**config.mk**
```make
export PLATFORM = sky130hd
export DESIGN_NAME = ring_rx_dma
export DESIGN_NICKNAME = d
export VERILOG_FILES = /design/src/rtl/rdma_pkg.sv /design/src/rtl/rdma_word_ctr.sv /design/src/rtl/rdma_mem_mux.sv /design/src/rtl/rdma_ctrl.sv /design/src/rtl/ring_rx_dma.sv
export SDC_FILE = /design/constraint.sdc
export NUM_CORES = 1
export LEC_CHECK = 0
export BUFFER_PORTS_ARGS = -buffer_cell sky130_fd_sc_hd__buf_4
export CORE_ASPECT_RATIO = 1.5
export CORE_MARGIN = 2
export CORE_UTILIZATION = 60
export CTS_CLUSTER_SIZE = 20
export DETAILED_ROUTE_END_ITERATION = 10
export PLACE_DENSITY = 0.87
export SYNTH_ARGS = -nofsm -noshare
export SYNTH_HDL_FRONTEND = slang
export SYNTH_SLANG_ARGS = --single-unit
```
**constraint.sdc**
```tcl
create_clock -name clk -period 6.58 [get_ports clk]
set_clock_uncertainty 0.15 [all_clocks]
set_input_delay 1.316 -clock clk [delete_from_list [all_inputs] [get_ports clk]]
set_output_delay 1.316 -clock clk [all_outputs]
set_load 0.01 [all_outputs]
```
**src/rtl/rdma_pkg.sv**
```systemverilog
// Shared types and constants for the descriptor-ring receive engine.
// Assumes byte addressing with 32-bit word alignment.
package rdma_pkg;

    typedef enum logic [3:0] {
        ST_IDLE,
        ST_RD_FLAG,
        ST_WT_FLAG,
        ST_RD_BUF,
        ST_WT_BUF,
        ST_RD_LINK,
        ST_WT_LINK,
        ST_FILL,
        ST_WR_DATA,
        ST_WT_DATA,
        ST_WR_FLAG,
        ST_WT_FLAG_ACK,
        ST_NOTIFY
    } rdma_state_e;

    localparam int unsigned OFS_FLAG = 0;
    localparam int unsigned OFS_BUF  = 4;
    localparam int unsigned OFS_LINK = 8;

    localparam logic FLAG_FREE   = 1'b0;
    localparam logic FLAG_FILLED = 1'b1;

endpackage

```
**src/rtl/rdma_word_ctr.sv**
```systemverilog
// Word index counter for one buffer fill.
// Clears at the start of each buffer, advances on each acknowledged data
// write and flags the final word. Assumes BUF_WORDS >= 2.
module rdma_word_ctr #(
    parameter int unsigned BUF_WORDS = 128,
    localparam int unsigned IDX_W    = $clog2(BUF_WORDS)
) (
    input  logic             clk,
    input  logic             rst_n,
    input  logic             clr,
    input  logic             inc,
    output logic [IDX_W-1:0] idx,
    output logic             last
);

    logic [IDX_W-1:0] cnt_q;

    // Count acknowledged words within the current buffer.
    always_ff @(posedge clk) begin
        if (!rst_n || clr) begin
            cnt_q <= '0;
        end else if (inc) begin
            cnt_q <= cnt_q + 1'b1;
        end
    end

    assign idx  = cnt_q;
    assign last = (cnt_q == IDX_W'(BUF_WORDS - 1));

endmodule

```
**src/rtl/rdma_mem_mux.sv**
```systemverilog
// Decodes the controller state into a memory request.
// Purely combinational. All inputs are registers that hold steady while a
// request waits for its grant.
module rdma_mem_mux
    import rdma_pkg::*;
#(
    parameter int unsigned ADDR_W = 32,
    parameter int unsigned DATA_W = 32,
    parameter int unsigned IDX_W  = 7
) (
    input  rdma_state_e       state,
    input  logic [ADDR_W-1:0] cur_desc,
    input  logic [ADDR_W-1:0] buf_base,
    input  logic [IDX_W-1:0]  idx,
    input  logic [DATA_W-1:0] data_q,
    output logic              req,
    output logic              we,
    output logic [ADDR_W-1:0] addr,
    output logic [DATA_W-1:0] wdata
);

    // Select request kind, address and payload for the current state.
    always_comb begin
        req   = 1'b0;
        we    = 1'b0;
        addr  = cur_desc;
        wdata = '0;
        unique case (state)
            ST_RD_FLAG: begin
                req  = 1'b1;
                addr = cur_desc + ADDR_W'(OFS_FLAG);
            end
            ST_RD_BUF: begin
                req  = 1'b1;
                addr = cur_desc + ADDR_W'(OFS_BUF);
            end
            ST_RD_LINK: begin
                req  = 1'b1;
                addr = cur_desc + ADDR_W'(OFS_LINK);
            end
            ST_WR_DATA: begin
                req   = 1'b1;
                we    = 1'b1;
                addr  = buf_base + ADDR_W'({idx, 2'b00});
                wdata = data_q;
            end
            ST_WR_FLAG: begin
                req   = 1'b1;
                we    = 1'b1;
                addr  = cur_desc + ADDR_W'(OFS_FLAG);
                wdata = DATA_W'(FLAG_FILLED);
            end
            default: ;
        endcase
    end

endmodule

```
**src/rtl/rdma_ctrl.sv**
```systemverilog
// Sequencer for the ring walk.
// Fetches a descriptor, polls while it is marked filled, fills its buffer
// one word per memory transaction, marks it filled, pulses the interrupt
// and follows the link. Assumes each accepted request gets one response.
module rdma_ctrl
    import rdma_pkg::*;
#(
    parameter int unsigned ADDR_W = 32,
    parameter int unsigned DATA_W = 32
) (
    input  logic              clk,
    input  logic              rst_n,
    input  logic [ADDR_W-1:0] desc_base,
    input  logic              start,
    input  logic              stop,
    input  logic              in_valid,
    input  logic [DATA_W-1:0] in_data,
    input  logic              mem_gnt,
    input  logic              mem_rvalid,
    input  logic [DATA_W-1:0] mem_rdata,
    input  logic              last_word,
    output rdma_state_e       state,
    output logic [ADDR_W-1:0] cur_desc,
    output logic [ADDR_W-1:0] buf_base,
    output logic [DATA_W-1:0] data_q,
    output logic              ctr_clr,
    output logic              ctr_inc,
    output logic              in_ready,
    output logic              irq,
    output logic              busy
);

    rdma_state_e       st_q;
    logic [ADDR_W-1:0] link_q;
    logic              stop_pend_q;

    // Advance the walk and capture descriptor fields and stream words.
    always_ff @(posedge clk) begin
        if (!rst_n) begin
            st_q     <= ST_IDLE;
            cur_desc <= '0;
            buf_base <= '0;
            link_q   <= '0;
            data_q   <= '0;
        end else begin
            unique case (st_q)
                ST_IDLE: if (start) begin
                    cur_desc <= desc_base;
                    st_q     <= ST_RD_FLAG;
                end
                ST_RD_FLAG: if (mem_gnt) st_q <= ST_WT_FLAG;
                ST_WT_FLAG: if (mem_rvalid) begin
                    if (mem_rdata[0] == FLAG_FILLED) begin
                        st_q <= stop_pend_q ? ST_IDLE : ST_RD_FLAG;
                    end else begin
                        st_q <= ST_RD_BUF;
                    end
                end
                ST_RD_BUF: if (mem_gnt) st_q <= ST_WT_BUF;
                ST_WT_BUF: if (mem_rvalid) begin
                    buf_base <= mem_rdata[ADDR_W-1:0];
                    st_q     <= ST_RD_LINK;
                end
                ST_RD_LINK: if (mem_gnt) st_q <= ST_WT_LINK;
                ST_WT_LINK: if (mem_rvalid) begin
                    link_q <= mem_rdata[ADDR_W-1:0];
                    st_q   <= ST_FILL;
                end
                ST_FILL: if (in_valid) begin
                    data_q <= in_data;
                    st_q   <= ST_WR_DATA;
                end
                ST_WR_DATA: if (mem_gnt) st_q <= ST_WT_DATA;
                ST_WT_DATA: if (mem_rvalid) begin
                    st_q <= last_word ? ST_WR_FLAG : ST_FILL;
                end
                ST_WR_FLAG: if (mem_gnt) st_q <= ST_WT_FLAG_ACK;
                ST_WT_FLAG_ACK: if (mem_rvalid) st_q <= ST_NOTIFY;
                ST_NOTIFY: begin
                    cur_desc <= link_q;
                    st_q     <= stop_pend_q ? ST_IDLE : ST_RD_FLAG;
                end
                default: st_q <= ST_IDLE;
            endcase
        end
    end

    // Remember a stop request until the next descriptor boundary.
    always_ff @(posedge clk) begin
        if (!rst_n || st_q == ST_IDLE) begin
            stop_pend_q <= 1'b0;
        end else if (stop) begin
            stop_pend_q <= 1'b1;
        end
    end

    assign state    = st_q;
    assign ctr_clr  = (st_q == ST_WT_LINK) && mem_rvalid;
    assign ctr_inc  = (st_q == ST_WT_DATA) && mem_rvalid && !last_word;
    assign in_ready = (st_q == ST_FILL);
    assign irq      = (st_q == ST_NOTIFY);
    assign busy     = (st_q != ST_IDLE);

endmodule

```
**src/rtl/ring_rx_dma.sv**
```systemverilog
// Top level of the descriptor-ring receive engine.
// Joins the sequencer, the word counter and the request decoder.
// Assumes a memory that answers each accepted request exactly once.
module ring_rx_dma
    import rdma_pkg::*;
#(
    parameter int unsigned ADDR_W    = 32,
    parameter int unsigned DATA_W    = 32,
    parameter int unsigned BUF_WORDS = 128,
    localparam int unsigned IDX_W    = $clog2(BUF_WORDS)
) (
    input  logic              clk,
    input  logic              rst_n,
    input  logic [ADDR_W-1:0] desc_base,
    input  logic              start,
    input  logic              stop,
    input  logic              in_valid,
    input  logic [DATA_W-1:0] in_data,
    output logic              in_ready,
    output logic              mem_req,
    input  logic              mem_gnt,
    output logic              mem_we,
    output logic [ADDR_W-1:0] mem_addr,
    output logic [DATA_W-1:0] mem_wdata,
    input  logic [DATA_W-1:0] mem_rdata,
    input  logic              mem_rvalid,
    output logic              irq,
    output logic              busy
);

    rdma_state_e       state;
    logic [ADDR_W-1:0] cur_desc;
    logic [ADDR_W-1:0] buf_base;
    logic [DATA_W-1:0] data_q;
    logic              ctr_clr;
    logic              ctr_inc;
    logic [IDX_W-1:0]  idx;
    logic              last_word;

    rdma_ctrl #(.ADDR_W(ADDR_W), .DATA_W(DATA_W)) u_ctrl (
        .clk        (clk),
        .rst_n      (rst_n),
        .desc_base  (desc_base),
        .start      (start),
        .stop       (stop),
        .in_valid   (in_valid),
        .in_data    (in_data),
        .mem_gnt    (mem_gnt),
        .mem_rvalid (mem_rvalid),
        .mem_rdata  (mem_rdata),
        .last_word  (last_word),
        .state      (state),
        .cur_desc   (cur_desc),
        .buf_base   (buf_base),
        .data_q     (data_q),
        .ctr_clr    (ctr_clr),
        .ctr_inc    (ctr_inc),
        .in_ready   (in_ready),
        .irq        (irq),
        .busy       (busy)
    );

    rdma_word_ctr #(.BUF_WORDS(BUF_WORDS)) u_ctr (
        .clk   (clk),
        .rst_n (rst_n),
        .clr   (ctr_clr),
        .inc   (ctr_inc),
        .idx   (idx),
        .last  (last_word)
    );

    rdma_mem_mux #(.ADDR_W(ADDR_W), .DATA_W(DATA_W), .IDX_W(IDX_W)) u_mux (
        .state    (state),
        .cur_desc (cur_desc),
        .buf_base (buf_base),
        .idx      (idx),
        .data_q   (data_q),
        .req      (mem_req),
        .we       (mem_we),
        .addr     (mem_addr),
        .wdata    (mem_wdata)
    );

endmodule

```
### Word level (Yosys, flattened, before mapping)

Index checks and enable logic that the tools add are counted.

* register bits after elaboration: 140
* bits of input ports: 103
* logic and storage cells: 75

* add/subtract/negate cells: 4
* equality and inequality tests: 25
* muxes and demuxes: 22
* reductions and logical operators: 17

Operators with widths (count)
* $pmux 32 s2: 2
* $pmux 32 s3: 1
* $mux 4: 14
* $pmux 4 s13: 1
* $add 32x3->32 const B: 1
* $add 32x4->32 const B: 1
* $add 32x9->32: 1
* $mux 32: 1
* $ne 2x2->1 const B: 12
* $eq 4x4->1 const B: 5
* $eq 4x3->1 const B: 4
* $reduce_and 12->1: 1
* $eq 4x2->1 const B: 2
* $reduce_and 2->1: 4
* $add 7x1->7 const B: 1
* $eq 7x7->1 const B: 1
* $reduce_or 5->1: 1
* $eq 4x1->1 const B: 1
* $logic_not 4->1: 1
* $reduce_bool 4->1: 1
* $logic_and 1x1->1: 3
* $mux 1: 3
* $logic_not 1->1: 2
* $logic_or 1x1->1: 2
* 2 further kinds: 2

### Longest topological paths before layout

* word-level depth: 4
* depth in mapped cells: 8
* depth with buffers taken out: 8

### Modules after synthesis

From an unflattened synthesis, not the netlist that was laid out.

* cells, all modules: 1022
* area, all modules: 8155.3 um^2

By module, submodules not included
* rdma_ctrl: instances 1, cells an instance 622, area an instance 5502.8 um^2, sequential area each 2662.6 um^2
* rdma_mem_mux: instances 1, cells an instance 366, area an instance 2348.5 um^2, sequential area each 0.0 um^2
* rdma_word_ctr: instances 1, cells an instance 34, area an instance 304.0 um^2, sequential area each 140.1 um^2

### Worst setup path after synthesis

OpenSTA, ideal clock, no wires.

* path type: register -> output
* start point: register u_ctr.cnt_q[0], in the netlist u_ctr.idx[0]
* end point: output mem_addr[30]
* arrival time: 2196 ps
* data required time: 5114 ps
* setup slack: 2918 ps
* stages on the path, launching flop included: 9
* path through: dfxtp_1 ha_1 fa_1 a211o_1 a211o_1 nand4_4 nor2_1 xnor2_1 o221ai_1

* longest elaborated chain between the ends: 2

Ends and longest elaborated chain
* start, declared: line rdma_word_ctr.sv:16 `logic [IDX_W-1:0] cnt_q;`
* start signal, assigned: line rdma_word_ctr.sv:23 `cnt_q <= cnt_q + 1'b1;`
* $add 32x9->32: line rdma_mem_mux.sv:44 `addr = buf_base + ADDR_W'({idx, 2'b00});`
* $pmux 32 s3: line rdma_mem_mux.sv:28 `unique case (state)`
* end, declared: line ring_rx_dma.sv:23 `output logic [ADDR_W-1:0] mem_addr,`

Every way passes these cells.

### Worst setup path in the final report

* start point: register u_ctrl.st_q[0], in the netlist u_ctrl.state[0]
* end point: output mem_addr[31]

* longest elaborated chain between the ends: 2
* elaborated cells on any way between the ends: 4
* those cells by class: 3 x eq/ne; 1 x mux

Ends and longest elaborated chain
* start, declared: line rdma_ctrl.sv:33 `rdma_state_e st_q;`
* start signal, assigned: line rdma_ctrl.sv:54 `st_q <= stop_pend_q ? ST_IDLE : ST_RD_FLAG;`
* start signal, assigned: line rdma_ctrl.sv:75 `st_q <= last_word ? ST_WR_FLAG : ST_FILL;`
* start signal, assigned: line rdma_ctrl.sv:81 `st_q <= stop_pend_q ? ST_IDLE : ST_RD_FLAG;`
* $eq 4x4->1, or another cell as far along: line rdma_mem_mux.sv:28
* $pmux 32 s3 *: line rdma_mem_mux.sv:28

Every way passes the cells marked *; elsewhere a longest branch is shown, timed or not.

==> results.sh <==
export IMPL_cts_buffers=17
export IMPL_max_clock_freq_ghz=0.216
export IMPL_r2r_cells=5
export IMPL_dieArea_um2=14400
export IMPL_areaGrowthSynthToFinish_pct=21.8
export IMPL_cts_buffer_depth=2
export IMPL_fin_nets=1261
export IMPL_drt_wl_total_mm=22.8
export IMPL_intPower_mw=1.68
export IMPL_synth_edf_count=0
export IMPL_synth_cells=1023
export IMPL_grt_pass1_vias=7695
export IMPL_critPathLaunchType="register"
export IMPL_seqCellArea_um2=2800
export IMPL_via_count=7979
export IMPL_rsz0062_at_grt="no"
export IMPL_met2_usage_pct=55.7
export IMPL_gp_congestion=0.910
export IMPL_routedWlPerCell_um=17.2
export IMPL_antenna_found_initial=0
export IMPL_setup_violations=0
export IMPL_pwr_share_seq_pct=42.0
export IMPL_netSwitchingPower_mw=0.844
export IMPL_ys_flop_type="dfxtp_1"
export IMPL_syn_cell_area_um2=8090
export IMPL_maxCapViolations=0
export IMPL_crit_fanout=20
export IMPL_cts_tree="yes"
export IMPL_power_frac_comb_pct=22.1
export IMPL_ys_ff_latch=140
export IMPL_grt_use_met1_pct=34.8
export IMPL_holdPathStages=2
export IMPL_post_cts_buffers=0
export IMPL_synth_seq_area_share_pct=34.7
export IMPL_power_mw=2.52
export IMPL_final_cell_count_no_fill=1322
export IMPL_initial_core_util_pct=60.6
export IMPL_grt_pass1_wl_mm=36.6
export IMPL_power_density_nw_per_um2=256
export IMPL_final_max_slew_viol_count=0
export IMPL_io_buffers=171
export IMPL_antenna_cells=0
export IMPL_chipHeight_um=146
export IMPL_r2r_start="u_ctrl.state[0]"
export IMPL_post_cts_resized=0
export IMPL_path_clk_slew_ps=60
export IMPL_hold_start="u_ctrl.data_q[6]"
export IMPL_grt_usage_pct=31.1
export IMPL_route_detailed_drc=0
export IMPL_hp_class="reg -> reg"
export IMPL_avgSynthCellArea_um2=7.90
export IMPL_clock_sinks=140
export IMPL_synth_cell_types=70
export IMPL_startpoint="u_ctrl.state[0]"
export IMPL_tns_ps=0
export IMPL_io_pins=172
export IMPL_async_flop_share_pct=0
export IMPL_grt_max_degree=82
export IMPL_cp_data_arrival_time_ps=3160
export IMPL_final_layout_size_suffix_gt1_share_pct=20.3
export IMPL_finalHoldViolations=0
export IMPL_clk_latency_ps=420
export IMPL_critPathKind="reg -> out"
export IMPL_multiInputGateArea_um2=4910
export IMPL_slew_headroom_pct=25.3
export IMPL_row_count=52
export IMPL_grt_use_met3_pct=6.85
export IMPL_core_region_area_um2=13300
export IMPL_die_x_um=98.8
export IMPL_avgViaCountPerCell=6.04
export IMPL_endpoint_kind="output port"
export IMPL_overflow=0
export IMPL_dpl_hpwl_mm=15.9
export IMPL_drtIter0Drc=537
export IMPL_p_leak_nw=4.04
export IMPL_dr_pass1_iters=5
export IMPL_pwr_share_clk_pct=35.9
export IMPL_ctsHoldBuffers=0
export IMPL_worstPathRequired_ps=5110
export IMPL_final_period_utilization_pct=70.4
export IMPL_swShare_pct=33.5
export IMPL_outcome="finished, final reports clean"
export IMPL_layout_min_cycle_time_ps=4630
export IMPL_dp_cells=1290
export IMPL_vdd_ir_drop_max_v=0.000179
export IMPL_syn_nets=1137
export IMPL_htree_levels=4
export IMPL_root_buffer="clkbuf_16"
export IMPL_antenna_left=0
export IMPL_nFillCells=1054
export IMPL_yosysWarnings=0
export IMPL_grt_busiest_layer="met2"
export IMPL_tightest_slew_ps=1120
[final timing paths]
path	endpoint	slack [ps]
worst max register to register	u_ctrl.data_q[14]	3630
worst min-delay path	u_ctrl.data_q[6]	300
worst max-delay path	mem_addr[31]	1950
worst min register to register	u_ctrl.data_q[6]	300
[routing by layer]
metal | up-vias | part of all wire, %
met5 | - | 0
met4 | 0 | 3.9
met3 | 71 | 7.6
met2 | 360 | 52
met1 | 3714 | 36
li1 | 3834 | -
[flip-flops by register name, summed over array words and instances, names as in the netlist]
| name | count |
|---|---|
| u_ctrl.link_q | 32 |
| u_ctrl.buf_base | 32 |
| u_ctrl.cur_desc | 32 |
| u_ctrl.state | 4 |
| u_ctrl.stop_pend_q | 1 |
| u_ctrl.data_q | 32 |
| u_ctr.idx | 7 |
[worst max-delay path, cell delays in order, from the launching register on]
cell and delay [ps]:
dfxtp_1 820, nand2b_1 350, a21o_1 490, nor2_4 410, nor2_4 120, o21ai_1 150
o221ai_1 170, buf_4 230
[metrics by stage]
stage / hold slack (ps) / worst slack, ps / utilization, % / area (um^2)
final: 297 / 1950 / 73.8 / 9850
after global routing: 323 / 1740 / 73.8 / 9850
after detailed placement: 290 / 2440 / 69.7 / 9290
after floorplan: 280 / 2920 / - / 8090
after CTS: 299 / 1990 / 73.8 / 9850
after global placement: 286 / 2500 / 69.7 / 9290
[cell type report]
type                       count  share of cell area (%)
clock buffer                  17                    4.32
clock inverter                15                    1.33
inverter                       9                   0.343
multi-input combinational    800                    49.8
sequential                   140                    28.5
tap                          162                    2.06
timing repair buffer         179                    13.6
[synthesized netlist by cell type (6+ instances only)]
master    count  share of area, %
and4_1        6              0.65
o21ai_0      27               1.7
xor2_1       23               2.5
nand2_1     280                13
a31oi_1      11              0.85
o211ai_1      6              0.56
nor2_1       37               1.7
ha_1         10               1.5
o211a_1      34               4.2
nor3_1        6              0.37
o21ai_1      17               1.1
buf_2        28               1.7
and2_1       39               3.0
mux2i_1      33               4.1
nand4_1      21               1.6
clkbuf_1     33               1.5
and3_1       16               1.2
a21boi_0     56               5.2
o22ai_1       9              0.70
o221ai_1     11               1.2
a21boi_1     43               4.0
inv_1         9              0.42
a21oi_1      21               1.3
xnor2_1      10               1.1
buf_4         7              0.65
nand3_1      13              0.80
dfxtp_1     140                35
[power by group through the flow]
stage | combinational [mW] | sequential (mW) | clock, mW
after CTS | 0.554 | 1.05 | 0.914
final | 0.556 | 1.06 | 0.906
after global routing | 0.606 | 1.07 | 0.950
after global placement | 0.537 | 1.07 | 0
after floorplan | 0.371 | 0.991 | 0
after detailed placement | 0.548 | 1.07 | 0
[placed cells by master (no fill, tap or decap), types with 6 or more instances in the layout]
cell,count
a21boi_0,55
nand4_1,21
nor2_1,37
xor2_1,23
mux2i_1,33
o221ai_1,11
inv_1,9
nand2_1,280
nand3_1,13
and4_1,6
o21ai_0,27
o211ai_1,6
a21oi_1,21
ha_1,10
buf_4,179
xnor2_1,10
nor3_1,6
dfxtp_1,140
o22ai_1,9
a31oi_1,11
o21ai_1,17
and2_1,39
o211a_1,34
a21boi_1,43
and3_1,16
clkbuf_16,17
[kinds of logic (layout without fill, tap and decap cells)]
group	count (synthesis)	after routing	share of synthesized area (%)
DFF	140	140	34.7
buffers and inverters	83	220	4.98
xor gates and xnor gates	33	33	3.57
and+or+nand+nor	455	455	26.7
AOI/OAI and AO/OA	268	268	24.2
adders and majority gates	11	11	1.79
muxes	33	33	4.08
No activity file was read; power rests on OpenSTA's default activity.
